## config.mk

```make
export PLATFORM = sky130hd
export DESIGN_NAME = wdg_indep_top
export DESIGN_NICKNAME = d
export VERILOG_FILES = /design/src/rtl/wdg_pkg.sv /design/src/rtl/wdg_xfer.sv /design/src/rtl/wdg_regs.sv /design/src/rtl/wdg_core.sv /design/src/rtl/wdg_indep_top.sv
export SDC_FILE = /design/constraint.sdc
export NUM_CORES = 1
export LEC_CHECK = 0
export BUFFER_PORTS_ARGS = -buffer_cell sky130_fd_sc_hd__buf_2
export CAP_MARGIN = 40
export CORE_ASPECT_RATIO = 1.2
export CORE_MARGIN = 2
export CORE_UTILIZATION = 40
export CTS_CLUSTER_DIAMETER = 100
export DETAILED_ROUTE_END_ITERATION = 10
export PLACE_DENSITY_LB_ADDON = 0.05
export SETUP_SLACK_MARGIN = 0.1
export SYNTH_ARGS = -nofsm -noshare
export SYNTH_HDL_FRONTEND = slang
export SYNTH_SLANG_ARGS = --single-unit
```

## constraint.sdc

```tcl
create_clock -name clk -period 4.8 [get_ports clk]
set_clock_uncertainty 0.15 [all_clocks]
set_input_delay 1.2 -clock clk [delete_from_list [all_inputs] [get_ports clk]]
set_output_delay 1.2 -clock clk [all_outputs]
set_load 0.1 [all_outputs]
```

## src/rtl/wdg_pkg.sv

```systemverilog
package wdg_pkg;

  localparam int unsigned ADDR_W       = 12;
  localparam int unsigned PRE_W        = 4;
  localparam int unsigned MAX_PRE_CODE = 8;
  localparam int unsigned PRE_CNT_W    = $clog2(4 << MAX_PRE_CODE);

  localparam logic [ADDR_W-1:0] OFS_KEY  = 12'h000;
  localparam logic [ADDR_W-1:0] OFS_PRE  = 12'h004;
  localparam logic [ADDR_W-1:0] OFS_RLD  = 12'h008;
  localparam logic [ADDR_W-1:0] OFS_STAT = 12'h00C;
  localparam logic [ADDR_W-1:0] OFS_EWC  = 12'h014;
  localparam logic [ADDR_W-1:0] OFS_ICR  = 12'h018;
  localparam logic [ADDR_W-1:0] OFS_VER  = 12'h3F4;

  typedef enum logic [1:0] {
    KEY_LOCK   = 2'd0,
    KEY_START  = 2'd1,
    KEY_RELOAD = 2'd2,
    KEY_UNLOCK = 2'd3
  } key_cmd_e;

  function automatic key_cmd_e decode_key(input logic [31:0] word);
    case (word)
      32'h0000_CCCC: return KEY_START;
      32'h0000_AAAA: return KEY_RELOAD;
      32'h0000_5555: return KEY_UNLOCK;
      default:       return KEY_LOCK;
    endcase
  endfunction

  // Terminal value of the prescaler counter: divide by 4 * 2^code, code clamped.
  function automatic logic [PRE_CNT_W-1:0] pre_limit(input logic [PRE_W-1:0] code);
    logic [PRE_W-1:0] c;
    c = (code > PRE_W'(MAX_PRE_CODE)) ? PRE_W'(MAX_PRE_CODE) : code;
    return PRE_CNT_W'((32'd4 << c) - 32'd1);
  endfunction

endpackage

```

## src/rtl/wdg_xfer.sv

```systemverilog
module wdg_xfer #(
  parameter int unsigned    W          = 12,
  parameter int unsigned    SYNC_TICKS = 2,
  parameter logic [W-1:0]   RST_VAL    = '0
) (
  input  logic         clk,
  input  logic         rst_n,
  input  logic         tick,
  input  logic         wr_en,
  input  logic [W-1:0] wr_val,
  output logic [W-1:0] shadow,
  output logic [W-1:0] eff,
  output logic         pend
);
  localparam int unsigned TW = $clog2(SYNC_TICKS + 1);

  logic [TW-1:0] seen_q;
  logic          accept;
  logic          land;

  assign accept = wr_en && !pend;
  assign land   = pend && tick && (seen_q == TW'(SYNC_TICKS - 1));

  always_ff @(posedge clk or negedge rst_n) begin
    if (!rst_n) begin
      shadow <= RST_VAL;
      eff    <= RST_VAL;
      pend   <= 1'b0;
      seen_q <= '0;
    end else if (accept) begin
      shadow <= wr_val;
      pend   <= 1'b1;
      seen_q <= '0;
    end else if (land) begin
      eff    <= shadow;
      pend   <= 1'b0;
      seen_q <= '0;
    end else if (pend && tick) begin
      seen_q <= seen_q + 1'b1;
    end
  end


  pend_needs_tick_chk: assert property (@(posedge clk) disable iff (!rst_n)
    pend && !tick |=> pend);

  land_copies_chk: assert property (@(posedge clk) disable iff (!rst_n)
    $fell(pend) |-> eff == shadow);

  busy_write_ignored_chk: assert property (@(posedge clk) disable iff (!rst_n)
    pend && wr_en |=> $stable(shadow));

endmodule

```

## src/rtl/wdg_regs.sv

```systemverilog
module wdg_regs
  import wdg_pkg::*;
#(
  parameter int unsigned CNT_W      = 12,
  parameter int unsigned SYNC_TICKS = 2,
  parameter logic [7:0]  REVISION   = 8'h40
) (
  input  logic              clk,
  input  logic              rst_n,
  input  logic              tick,
  input  logic              bus_sel,
  input  logic              bus_wr,
  input  logic [ADDR_W-1:0] bus_addr,
  input  logic [31:0]       bus_wdata,
  input  logic              ew_hit,
  output logic [31:0]       bus_rdata,
  output logic              running,
  output logic              refresh_req,
  output logic [PRE_W-1:0]  pre_code_eff,
  output logic [CNT_W-1:0]  rld_eff,
  output logic              ew_en_eff,
  output logic [CNT_W-1:0]  ew_cmp_eff,
  output logic              ew_flag
);
  localparam int unsigned EW_W = CNT_W + 1;

  logic wr_key, wr_pre, wr_rld, wr_ewc, wr_icr;
  logic unlocked_q;
  key_cmd_e key_cmd;

  logic [PRE_W-1:0] pre_sh;
  logic [CNT_W-1:0] rld_sh;
  logic [EW_W-1:0]  ewc_sh, ewc_eff;
  logic pre_pend, rld_pend, ewc_pend;
  logic ew_change, ew_clr;

  assign wr_key  = bus_sel && bus_wr && (bus_addr == OFS_KEY);
  assign wr_pre  = bus_sel && bus_wr && (bus_addr == OFS_PRE);
  assign wr_rld  = bus_sel && bus_wr && (bus_addr == OFS_RLD);
  assign wr_ewc  = bus_sel && bus_wr && (bus_addr == OFS_EWC);
  assign wr_icr  = bus_sel && bus_wr && (bus_addr == OFS_ICR);
  assign key_cmd = decode_key(bus_wdata);

  wdg_xfer #(.W(PRE_W), .SYNC_TICKS(SYNC_TICKS), .RST_VAL('0)) u_pre (
    .clk(clk), .rst_n(rst_n), .tick(tick),
    .wr_en(wr_pre && unlocked_q), .wr_val(bus_wdata[PRE_W-1:0]),
    .shadow(pre_sh), .eff(pre_code_eff), .pend(pre_pend));

  wdg_xfer #(.W(CNT_W), .SYNC_TICKS(SYNC_TICKS), .RST_VAL({CNT_W{1'b1}})) u_rld (
    .clk(clk), .rst_n(rst_n), .tick(tick),
    .wr_en(wr_rld && unlocked_q), .wr_val(bus_wdata[CNT_W-1:0]),
    .shadow(rld_sh), .eff(rld_eff), .pend(rld_pend));

  wdg_xfer #(.W(EW_W), .SYNC_TICKS(SYNC_TICKS), .RST_VAL('0)) u_ewc (
    .clk(clk), .rst_n(rst_n), .tick(tick),
    .wr_en(wr_ewc && unlocked_q), .wr_val({bus_wdata[15], bus_wdata[CNT_W-1:0]}),
    .shadow(ewc_sh), .eff(ewc_eff), .pend(ewc_pend));

  assign ew_en_eff  = ewc_eff[CNT_W];
  assign ew_cmp_eff = ewc_eff[CNT_W-1:0];

  assign ew_change = wr_ewc && unlocked_q && !ewc_pend &&
                     (bus_wdata[CNT_W-1:0] != ewc_sh[CNT_W-1:0]);
  assign refresh_req = ew_change ||
                       (wr_key && (key_cmd == KEY_START || key_cmd == KEY_RELOAD));
  assign ew_clr = (wr_icr && bus_wdata[15]) || (wr_ewc && bus_wdata[14]);

  always_ff @(posedge clk or negedge rst_n) begin
    if (!rst_n) begin
      unlocked_q <= 1'b0;
      running    <= 1'b0;
      ew_flag    <= 1'b0;
    end else begin
      if (wr_key) unlocked_q <= (key_cmd == KEY_UNLOCK);
      if (wr_key && key_cmd == KEY_START) running <= 1'b1;
      if (ew_hit)      ew_flag <= 1'b1;
      else if (ew_clr) ew_flag <= 1'b0;
    end
  end

  always_comb begin
    bus_rdata = '0;
    if (bus_sel && !bus_wr) begin
      case (bus_addr)
        OFS_PRE:  bus_rdata[PRE_W-1:0] = pre_sh;
        OFS_RLD:  bus_rdata[CNT_W-1:0] = rld_sh;
        OFS_STAT: begin
          bus_rdata[0]  = pre_pend;
          bus_rdata[1]  = rld_pend;
          bus_rdata[3]  = ewc_pend;
          bus_rdata[8]  = running;
          bus_rdata[15] = ew_flag;
        end
        OFS_EWC: begin
          bus_rdata[15]        = ewc_sh[CNT_W];
          bus_rdata[CNT_W-1:0] = ewc_sh[CNT_W-1:0];
        end
        OFS_VER:  bus_rdata[7:0] = REVISION;
        default:  bus_rdata = '0;
      endcase
    end
  end


  locked_pre_chk: assert property (@(posedge clk) disable iff (!rst_n)
    wr_pre && !unlocked_q |=> $stable(pre_sh));

  locked_ewc_chk: assert property (@(posedge clk) disable iff (!rst_n)
    wr_ewc && !unlocked_q |=> $stable(ewc_sh));

  run_sticky_chk: assert property (@(posedge clk) disable iff (!rst_n)
    running |=> running);

  flag_needs_enable_chk: assert property (@(posedge clk) disable iff (!rst_n)
    $rose(ew_flag) |-> $past(ew_en_eff));

  flag_clear_chk: assert property (@(posedge clk) disable iff (!rst_n)
    ew_clr && !ew_hit |=> !ew_flag);

endmodule

```

## src/rtl/wdg_core.sv

```systemverilog
module wdg_core
  import wdg_pkg::*;
#(
  parameter int unsigned CNT_W      = 12,
  parameter int unsigned RST_CYCLES = 16
) (
  input  logic             clk,
  input  logic             rst_n,
  input  logic             tick,
  input  logic             running,
  input  logic             refresh_req,
  input  logic [PRE_W-1:0] pre_code,
  input  logic [CNT_W-1:0] rld_val,
  input  logic             ew_en,
  input  logic [CNT_W-1:0] ew_cmp,
  output logic             ew_hit,
  output logic             wdg_rst
);
  localparam int unsigned RW = $clog2(RST_CYCLES + 1);

  function automatic logic [CNT_W-1:0] step_down(input logic [CNT_W-1:0] v);
    return v - 1'b1;
  endfunction

  logic [PRE_CNT_W-1:0] pre_q, pre_lim;
  logic [CNT_W-1:0]     cnt_q;
  logic                 ref_pend_q;
  logic [RW-1:0]        pulse_q, since_q;
  logic                 do_ref, pstick, expire;

  assign pre_lim = pre_limit(pre_code);
  assign do_ref  = tick && (ref_pend_q || refresh_req);
  assign pstick  = tick && running && !(ref_pend_q || refresh_req) && (pre_q >= pre_lim);
  assign expire  = pstick && (cnt_q == '0);
  assign ew_hit  = pstick && (cnt_q != '0) && ew_en && (step_down(cnt_q) == ew_cmp);
  assign wdg_rst = (pulse_q != '0);

  always_ff @(posedge clk or negedge rst_n) begin
    if (!rst_n) begin
      pre_q      <= '0;
      cnt_q      <= {CNT_W{1'b1}};
      ref_pend_q <= 1'b0;
    end else if (tick) begin
      ref_pend_q <= 1'b0;
      if (do_ref) begin
        cnt_q <= rld_val;
        pre_q <= '0;
      end else if (running) begin
        if (pstick) begin
          pre_q <= '0;
          cnt_q <= expire ? rld_val : step_down(cnt_q);
        end else begin
          pre_q <= pre_q + 1'b1;
        end
      end
    end else if (refresh_req) begin
      ref_pend_q <= 1'b1;
    end
  end

  always_ff @(posedge clk or negedge rst_n) begin
    if (!rst_n) begin
      pulse_q <= '0;
      since_q <= RW'(RST_CYCLES);
    end else begin
      if (expire)              pulse_q <= RW'(RST_CYCLES);
      else if (pulse_q != '0)  pulse_q <= pulse_q - 1'b1;
      if (expire)                          since_q <= '0;
      else if (since_q != RW'(RST_CYCLES)) since_q <= since_q + 1'b1;
    end
  end


  count_on_tick_chk: assert property (@(posedge clk) disable iff (!rst_n)
    !tick |=> $stable(cnt_q));

  idle_holds_chk: assert property (@(posedge clk) disable iff (!rst_n)
    !running && !do_ref |=> $stable(cnt_q));

  pulse_short_chk: assert property (@(posedge clk) disable iff (!rst_n)
    wdg_rst |-> since_q < RW'(RST_CYCLES));

  pulse_long_chk: assert property (@(posedge clk) disable iff (!rst_n)
    since_q < RW'(RST_CYCLES) |-> wdg_rst);

endmodule

```

## src/rtl/wdg_indep_top.sv

```systemverilog
module wdg_indep_top
  import wdg_pkg::*;
#(
  parameter int unsigned CNT_W      = 12,
  parameter int unsigned SYNC_TICKS = 2,
  parameter int unsigned RST_CYCLES = 16,
  parameter logic [7:0]  REVISION   = 8'h40
) (
  input  logic        clk,
  input  logic        rst_n,
  input  logic        cnt_tick,
  input  logic        bus_sel,
  input  logic        bus_wr,
  input  logic [11:0] bus_addr,
  input  logic [31:0] bus_wdata,
  output logic [31:0] bus_rdata,
  output logic        early_irq,
  output logic        wdg_rst
);
  logic             running, refresh_req, ew_en_eff, ew_hit, ew_flag;
  logic [PRE_W-1:0] pre_code_eff;
  logic [CNT_W-1:0] rld_eff, ew_cmp_eff;

  wdg_regs #(.CNT_W(CNT_W), .SYNC_TICKS(SYNC_TICKS), .REVISION(REVISION)) u_regs (
    .clk(clk), .rst_n(rst_n), .tick(cnt_tick),
    .bus_sel(bus_sel), .bus_wr(bus_wr), .bus_addr(bus_addr), .bus_wdata(bus_wdata),
    .ew_hit(ew_hit), .bus_rdata(bus_rdata), .running(running),
    .refresh_req(refresh_req), .pre_code_eff(pre_code_eff), .rld_eff(rld_eff),
    .ew_en_eff(ew_en_eff), .ew_cmp_eff(ew_cmp_eff), .ew_flag(ew_flag));

  wdg_core #(.CNT_W(CNT_W), .RST_CYCLES(RST_CYCLES)) u_core (
    .clk(clk), .rst_n(rst_n), .tick(cnt_tick), .running(running),
    .refresh_req(refresh_req), .pre_code(pre_code_eff), .rld_val(rld_eff),
    .ew_en(ew_en_eff), .ew_cmp(ew_cmp_eff), .ew_hit(ew_hit), .wdg_rst(wdg_rst));

  assign early_irq = ew_flag;

endmodule

```

==> out/qor.txt, run 1 <==
outcome = finished clean
WL/cell = 18.6 um
Core ar. = 0.0139 sq mm
share of post-route cells with drive strength above 1 = 37.0%
Worst Path Arrival = 3.28 ns
dpl hpwl = 11600 um
GR peak layer = met2
Post-Synth XOR/XNOR Area = 5.95%
Min-Delay Path Depth = 2
Post-Synth Simple-Gate Area = 17.2%
Tot GR Track Use = 20.5%
R2R Path End = u_core.cnt_q[2]$_DFFE_PN1P_
FF-to-FF setup slack = 1.22 ns
DIE WIDTH = 113 um
minimum clock period = 4.63 ns
hold-fix buffers at CTS = 0
synth top area cells = dfrtp_1 (27%), dfstp_2 (16%), mux2_2 (11%), xnor2_1 (5.2%), ha_1 (3.3%)
Synth Flop Type = dfrtp_1
CP startpoint = bus_addr[11]
Worst R2R Start = u_regs.u_pre.eff[1]$_DFFE_PN0P_
row count = 47
multiplexer share of the synthesized area = 13.3%
Port Buf Inserts = 63
worst reg-to-reg path cell count = 14
Post-synth ARST share = 100%
Post-DRT Antenna Nets = 0
maximum fanout along the worst path = 5
cell area power density = 243 mW/mm^2
grt met1 use = 27.0%
I/O Pins = 83
first-pass GRT wire length = 24400 um
WL final = 14900 um
Synth Warn # = 0
Startpoint Class = input pin
Worst-path clk slew = 0.07 ns
Vert. Die Dim = 135 um
Slew Viols, Final = 0
Adder-Cell Fraction of Synth Area = 3.45%
Clk Latency, worst-skew pair = 0.36 ns
Compound-Gate Fraction of Synth Area = 10.9%
fin util = 49.3%
vias in the first global route = 4550
Setup TNS = 0 ns
RSZ-0062 raised after global routing = false
CTS tree = done
synthesized cell area = 0.00574 sq mm
clock buffer depth = 2
setup violators final = 0
sequential cell area fraction in the yosys report = 43.5%
DR pass1 iterations = 6
Hold Path Origin = u_regs.u_rld.seen_q[1]$_DFFE_PN0P_
hold worst-path end = u_regs.u_rld.seen_q[1]$_DFFE_PN0P_
met3 usage = 3.27%
Data required, critical path = 3.45 ns
gr ovfl total = 0
Max VDD drop = 0.000125 V
Fin. Hold Viols = 0
Leak Pwr = 3.00 nW
DIE AREA = 0.0153 sq mm
Post-layout nets = 689
Area Growth Syn to Fin = 19.8%
drt initial violations = 213
CP endpoint kind = primary output
Seq cells post-synth = 98
WS Path Type = input pin to primary output
number of vias per cell = 5.56
dominant cell type by area after synthesis = dfrtp_1
met2 Use GR = 34.2%
Hold WC Path Type = flop to flop
TritonCTS Buffers = 9
worst slew pin tran = 0.733 ns
combinational family with the most area after synthesis = simple AND/OR/NAND/NOR gates
post-synthesis cell type count = 65
post-synth top area share = 27.0%
Post-synth EDFFs = 0
worst rel slew slack = 50.4%
root buffer cell = clkbuf_16
H-Tree Depth = 3
# Post-CTS Setup Buffers = 0
via count = 4459
GP Congestion = 0.864
CTS Sinks = 98
WHS = 0.345 ns
initial antenna violation count = 0
Synth Instances = 550
maxcap violations = 0
final period utilization = 96.5%
largest net degree at the start of global routing = 58
Starting Density = 41.2%
DRC viols = 0
FMAX = 0.216 GHz
Syn Area/Cell = 10.4 sq um
-- sequential cells by signal, summed over array words and instances, names as in the netlist, 2 cells and up --
signal / flops
u_core.cnt_q: 12
u_core.pre_q: 10
u_core.pulse_q: 5
u_regs.u_ewc.eff: 13
u_regs.u_ewc.seen_q: 2
u_regs.u_ewc.shadow: 13
u_regs.u_pre.eff: 4
u_regs.u_pre.seen_q: 2
u_regs.u_pre.shadow: 4
u_regs.u_rld.eff: 12
u_regs.u_rld.seen_q: 2
u_regs.u_rld.shadow: 12
-- layout make-up --
class	instances	area, sq um
tap	171	214
clock inverter	7	52.6
antenna	1	2.50
multi-input combinational	411	3100
fill	1277	7060
inverter	19	71.3
timing repair buffer	86	718
clock buffer	9	225
sequential	98	2500
-- synthesized netlist by cell type (all sizes together), types with 2 or more instances --
library cell / instances
nor4bb: 8
a31oi: 6
nand4: 13
o221ai: 5
and2: 2
nor3: 14
a211oi: 5
a31o: 2
inv: 19
nor2: 49
nor4: 10
or4: 3
xor2: 5
a21o: 5
nand3b: 4
nor4b: 6
or3: 5
mux2: 60
o31ai: 5
dfstp: 36
and4bb: 2
o22a: 4
or2: 3
a22oi: 8
a22o: 2
a21oi: 18
o21a: 6
ha: 15
and3: 4
nand3: 12
xnor2: 34
nand2: 37
o21ai: 14
mux2i: 9
buf: 26
clkbuf: 14
nand2b: 3
o41ai: 2
dfrtp: 62
-- timing repair --
action	4_1_cts	5_1_grt
gates resized for setup	0	2
endpoints found under the hold margin	0	0
endpoints found under the setup margin	0	7
-- power by group --
part             switching (mW)  leakage, nW  internal [mW]
logic                     0.118         1.63         0.0301
registers      0.00000000000637         1.23          0.827
clock network             0.342        0.137          0.356
total                     0.460         3.00           1.21
-- routing by layer --
layer  vias to the layer above  wire length (um)
li1                       2119                 -
met1                      2201              6680
met2                       117              7320
met3                        22               576
met4                         0               370
met5                         -                 0
-- worst max-delay path, stage by stage --
cell and delay (ns):
buf_2 0.09, or4_4 0.56, or3_4 0.39, or3_4 0.34, buf_4 0.17, nor2_1 0.13, a21oi_1 0.09, nor2_4 0.13
buf_12 0.18
-- cell families (layout without fill, tap and decap cells) --
kind of cell | after synthesis | count (layout)
multiplexers | 69 | 69
XOR/XNOR | 39 | 39
AO/OA/AOI/OAI | 90 | 90
buffers and inverters | 59 | 121
flip-flops | 98 | 98
AND/OR/NAND/NOR | 178 | 178
other | 1 | 20
adder cells (fa/ha/maj) | 16 | 16
-- cell usage in the layout (no fill, tap or decap), types with 12 or more instances in the layout --
cell type / count
conb_1: 19
buf_2: 49
nand3_1: 12
buf_12: 14
inv_1: 19
nor2_1: 34
buf_4: 22
o21ai_0: 13
dfrtp_1: 62
dfstp_2: 36
nand4_1: 13
a21oi_1: 18
nor2_4: 13
xnor2_1: 34
nand2_1: 36
ha_1: 15
mux2_2: 58
nor3_1: 13
-- metrics by stage --
stage	cell area [sq um]	total power, mW	worst slack (ns)	instances
2_1_floorplan	5900	0.943	0.000272	568
3_3_place_gp	6560	0.987	0.121	784
3_5_place_dp	6590	0.991	0.117	785
4_1_cts	6860	1.70	0.148	801
5_1_grt	6870	1.74	0.106	801
6_report	6880	1.67	0.169	802
-- worst max-delay path by stage --
| stage | to | slack (ns) |
|---|---|---|
| 2_1_floorplan | bus_rdata[6] | 0.0003 |
| 3_3_place_gp | u_core.cnt_q[2]$_DFFE_PN1P_ | 0.12 |
| 3_5_place_dp | u_core.cnt_q[2]$_DFFE_PN1P_ | 0.12 |
| 4_1_cts | bus_rdata[11] | 0.15 |
| 5_1_grt | bus_rdata[6] | 0.11 |
| 6_report | bus_rdata[2] | 0.17 |
(Power assumes the default switching activity.)
==> run 2, diff against run 1 <==
Settings changed: CORE_UTILIZATION 40 to 45, CTS_CLUSTER_DIAMETER 100 to 50.
==> out/qor.txt, run 2 (synthesized netlist as in run 1, its figures left out) <==
placed cell area = 0.00657 sq mm
Worst-path clk slew = 0.07 ns
commonest non-fill, non-tap cell in the layout = dfrtp_1
CP max stage delay = 0.55 ns
CP max-delay cell = or4_4
Core ar. = 0.0126 sq mm
Vert. Die Dim = 128 um
R2R Path End = u_core.cnt_q[3]$_DFFE_PN1P_
min setup slack post-route = 0.155 ns
Post-DRT Antenna Nets = 0
DRC viols = 0
maximum fanout along the worst path = 5
Tot GR Track Use = 22.7%
worst slew pin tran = 0.739 ns
Inserted Diodes = 0
Slew Viols, Final = 0
setup violators final = 0
most frequent CP cell = or3_4
DIE AREA = 0.0137 sq mm
Setup TNS = 0 ns
I/O Pins = 83
final instance area = 0.00690 sq mm
most frequent cells in the layout = dfrtp_1 (62), mux2_2 (58), buf_2 (49)
drt initial violations = 261
DIE WIDTH = 107 um
Area Growth Syn to Fin = 20.3%
initial antenna violation count = 0
DR pass1 iterations = 4
maxcap violations = 0
root buffer cell = clkbuf_16
CP endpoint kind = primary output
Fin. Hold Viols = 0
Starting Density = 45.7%
Leak Pwr = 3.02 nW
first-pass GRT wire length = 23900 um
share of post-route cells with drive strength above 1 = 36.9%
Max VDD drop = 0.000138 V
Worst Path Arrival = 3.29 ns
hold-fix buffers at CTS = 0
CP startpoint = bus_addr[11]
final period utilization = 96.8%
worst rel slew slack = 50.1%
TritonCTS Buffers = 9
Hold WC Path Type = flop to flop
Port Buf Inserts = 63
CTS Sinks = 98
CTS tree = done
Startpoint Class = input pin
cell area power density = 252 mW/mm^2
FMAX = 0.215 GHz
largest net degree at the start of global routing = 50
top flop regs = u_regs.u_ewc.eff x13, u_regs.u_ewc.shadow x13
row count = 45
gr ovfl total = 0
DP Worst Slack = 0.136 ns
WL/cell = 18.6 um
final-layout fill cell count = 1140
dpl hpwl = 11500 um
minimum clock period = 4.64 ns
Clk Latency, worst-skew pair = 0.34 ns
clock buffer depth = 2
FF-to-FF setup slack = 1.21 ns
via count = 4484
Worst R2R Start = u_regs.u_pre.eff[1]$_DFFE_PN0P_
number of vias per cell = 5.65
vias in the first global route = 4544
WL final = 14800 um
crit path to = bus_rdata[2]
outcome = finished clean
# Post-CTS Setup Buffers = 0
Post-layout nets = 688
worst reg-to-reg path cell count = 15
WS Path Type = input pin to primary output
RSZ-0062 raised after global routing = false
critical path cell sequence = buf_2, or4_4, or3_4, or3_4, buf_4, nor2_1, a21oi_1, nor2_4, buf_12
GP Congestion = 0.930
H-Tree Depth = 3
Data required, critical path = 3.45 ns
==> run 2: cell types whose count changed in the layout (fill, tap and decap cells not counted) <==
cell	previous run	this run
diode_2	1	0
clkinvlp_4	1	0
nor2_2	2	1
nor2_4	13	14
inv_6	3	4
clkinv_4	1	0
clkbuf_8	0	1
bufinv_16	0	1
buf_4	22	21
clkinv_2	2	0
inv_8	0	1
==> run 2: power by group <==
part | internal, mW | switching (mW) | total [mW]
Sequential | 0.827 | 0.00000000000647 | 0.827
Clock | 0.430 | 0.335 | 0.765
Combinational | 0.0306 | 0.119 | 0.150
Total | 1.29 | 0.454 | 1.74
==> run 2: final cells by class <==
cell class	instances	area (sq um)	share of cell area [%]
tap	164	205	2.97
timing repair buffer	85	711	10.3
multi-input combinational	411	3100	44.9
clock buffer	10	239	3.46
sequential	98	2500	36.2
inverter	19	71.3	1.03
clock inverter	6	76.3	1.11
==> run 2: per-layer routing <==
metal	share of wire (%)	vias to the layer above	GRT usage, %
li1	-	2116	-
met1	43	2216	29.1
met2	51	123	38.8
met3	3.4	29	2.54
met4	3.0	0	9.85
met5	0	-	0
==> run 2: worst min-delay path by stage <==
stage	startpoint	to	slack, ns	depth (start not counted)
finish	u_regs.u_pre.seen_q[0]$_DFFE_PN0P_	u_regs.u_pre.seen_q[0]$_DFFE_PN0P_	0.34	1
global route	u_regs.u_pre.seen_q[0]$_DFFE_PN0P_	u_regs.u_pre.seen_q[0]$_DFFE_PN0P_	0.37	1
CTS	u_regs.u_pre.seen_q[0]$_DFFE_PN0P_	u_regs.u_pre.seen_q[0]$_DFFE_PN0P_	0.34	1
detailed placement	u_regs.u_pre.seen_q[0]$_DFFE_PN0P_	u_regs.u_pre.seen_q[0]$_DFFE_PN0P_	0.33	1
global placement	u_regs.u_rld.seen_q[0]$_DFFE_PN0P_	u_regs.u_rld.seen_q[0]$_DFFE_PN0P_	0.33	1
floorplan	u_regs.u_ewc.seen_q[0]$_DFFE_PN0P_	u_regs.u_ewc.seen_q[0]$_DFFE_PN0P_	0.31	1
==> run 2: what timing repair did <==
item / 4_1_cts / 5_1_grt
setup endpoints to repair: 0 / 10
gates resized for setup: 0 / 3
hold endpoints to repair: 0 / 0
==> run 2: critical path: cells and delay by family <==
kind	cells	cell delay, ns
AND/OR/NAND/NOR	5	1.53
buffers and inverters	3	0.46
AO/OA/AOI/OAI	1	0.09
==> run 2: metrics by stage <==
step	hold slack, ns	power [mW]	std cells	utilization, %
after global routing	0.374	1.80	793	55.0
after floorplan	0.307	0.943	568	-
after global placement	0.327	0.988	776	52.1
after CTS	0.343	1.76	793	54.8
final	0.342	1.74	793	55.0
after detailed placement	0.333	0.992	777	52.3
==> run 3, diff against run 2 <==
Settings changed: SYNTH_HIERARCHICAL set to 1.
==> out/qor.txt, run 3 <==
outcome = finished clean
Fin. Hold Viols = 0
most frequent cells in the layout = dfrtp_1 (62), buf_2 (55), mux2_2 (41)
CP max stage delay = 0.59 ns
DIE WIDTH = 110 um
first-pass GRT wire length = 24500 um
Post-Synth XOR/XNOR Area = 4.91%
combinational family with the most area after synthesis = simple AND/OR/NAND/NOR gates
share of post-route cells with drive strength above 1 = 34.4%
top flop regs = u_regs/u_ewc/eff x13, u_regs/u_ewc/shadow x13
placed cell area = 0.00659 sq mm
DRC viols = 0
Post-Synth Simple-Gate Area = 18.2%
Hold WC Path Type = flop to flop
Vert. Die Dim = 131 um
count of non-filler cells in the finished layout = 801
vias in the first global route = 4589
Core ar. = 0.0132 sq mm
cell area power density = 260 mW/mm^2
post-cts sizing count = 0
WP buf/inv = 2
Slew Viols, Final = 0
final period utilization = 92.1%
critical path cell sequence = buf_2, or4_4, nor3_2, nand2b_1, nor2_1, buf_2
minimum clock period = 4.42 ns
drt initial violations = 190
maxcap violations = 0
Worst Path Arrival = 3.07 ns
Post-DRT Antenna Nets = 0
multiplexer share of the synthesized area = 14.2%
Startpoint Class = input pin
# Post-CTS Setup Buffers = 0
top cells by count, synth = dfrtp_1 (62), nor2_1 (42), mux2_2 (41)
WL/cell = 18.5 um
synthesized cell area = 0.00606 sq mm
clock buffer depth = 2
most frequent cell after synthesis = dfrtp_1
maximum fanout along the worst path = 6
synth top area cells = dfrtp_1 (26%), dfstp_2 (16%), mux2_2 (7.6%), mux2_4 (4.5%), ha_1 (3.1%)
DIE AREA = 0.0144 sq mm
Leak Pwr = 3.20 nW
Data required, critical path = 3.45 ns
GP Congestion = 0.935
FMAX = 0.226 GHz
Post-synth EDFFs = 0
Syn Area/Cell = 10.7 sq um
post-synth top area share = 25.6%
CP endpoint kind = primary output
setup violators final = 0
most frequent CP cell = buf_2
sequential cell area fraction in the yosys report = 41.2%
final-layout fill cell count = 1204
dominant cell type by area after synthesis = dfrtp_1
gr ovfl total = 0
CTS Sinks = 98
CP max-delay cell = or4_4
multi-input logic area = 0.00328 sq mm
Synth Instances = 564
Post-layout nets = 692
Synth Warn # = 6
commonest non-fill, non-tap cell in the layout = dfrtp_1
H-Tree Depth = 3
WL final = 14800 um
number of vias per cell = 5.73
Compound-Gate Fraction of Synth Area = 12.2%
I/O Pins = 83
Synth Flop Type = dfrtp_1
Starting Density = 46.0%
Port Buf Inserts = 63
Max VDD drop = 0.000163 V
Inserted Diodes = 0
CTS tree = done
Placed Cells = 785
via count = 4593
largest net degree at the start of global routing = 64
initial antenna violation count = 0
Worst-path clk slew = 0.07 ns
row count = 46
worst slew pin tran = 0.803 ns
Adder-Cell Fraction of Synth Area = 3.10%
Seq cells post-synth = 98
Area Growth Syn to Fin = 14.1%
TritonCTS Buffers = 9
kind of cell adding the most delay to the critical path = simple AND/OR/NAND/NOR gates
Clk Latency, worst-skew pair = 0.36 ns
worst rel slew slack = 45.7%
Register Area = 0.00250 sq mm
RSZ-0062 raised after global routing = false
final instance area = 0.00692 sq mm
post-synthesis cell type count = 78
dpl hpwl = 11200 um
Post-synth ARST share = 100%
hold-fix buffers at CTS = 0
root buffer cell = clkbuf_16
WS Path Type = input pin to primary output
DR pass1 iterations = 5
Tot GR Track Use = 22.0%
==> run 3: metrics by stage <==
step	util (%)	setup TNS (ns)	hold WS (ns)	worst slack [ns]	power [mW]
detailed placement	50.0	0	0.338	0.359	0.989
floorplan	-	-0.347	0.307	-0.0867	0.943
finish	52.5	0	0.352	0.378	1.80
global placement	49.8	0	0.332	0.437	0.985
CTS	52.5	0	0.357	0.371	1.81
global route	52.5	0	0.388	0.236	1.86
==> run 3: final timing paths <==
| path | cells after the start | slack (ns) | startpoint | end |
|---|---|---|---|---|
| min in group asynchronous | 1 | 0.58 | rst_n | u_core/pulse_q[0]$_DFFE_PN0P_ |
| max in group asynchronous | 2 | 3.26 | rst_n | u_regs/u_rld/shadow[6]$_DFFE_PN1P_ |
| max | 6 | 0.38 | bus_addr[1] | bus_rdata[15] |
| min reg2reg | 1 | 0.35 | u_regs/unlocked_q$_DFFE_PN0P_ | u_regs/unlocked_q$_DFFE_PN0P_ |
| max reg2reg | 13 | 1.24 | u_regs/u_pre/eff[3]$_DFFE_PN0P_ | u_core/cnt_q[10]$_DFFE_PN1P_ |
| min | 1 | 0.35 | u_regs/unlocked_q$_DFFE_PN0P_ | u_regs/unlocked_q$_DFFE_PN0P_ |
==> run 3: final cells by class <==
| type | instances | share of cell area (%) |
|---|---|---|
| clock buffer | 9 | 3.25 |
| inverter | 19 | 1.03 |
| clock inverter | 7 | 1.54 |
| timing repair buffer | 74 | 7.59 |
| multi-input combinational | 426 | 47.5 |
| sequential | 98 | 36.1 |
| tap | 168 | 3.04 |
==> run 3: power by group <==
group	switching (mW)	total (mW)	internal (mW)	leakage, nW
clock network	0.356	0.824	0.468	0.163
registers	0.00000000000410	0.827	0.827	1.22
logic	0.116	0.147	0.0311	1.81
total	0.471	1.80	1.33	3.20
==> run 3: cell families (layout without fill, tap and decap cells) <==
family,count (synthesis),in the layout
adder cells (fa/ha/maj),15,15
flip-flops,98,98
AO/OA/AOI/OAI,106,106
other,1,19
multiplexers,72,72
buffers and inverters,58,109
AND/OR/NAND/NOR,180,180
XOR/XNOR,34,34
==> run 3: metal layers <==
metal	global-route usage, %	wire length (um)	part of all wire, %
met2	34.3	7030	48
met1	30.1	6690	45
met4	8.93	419	2.8
met5	0	0	0
met3	3.42	651	4.4
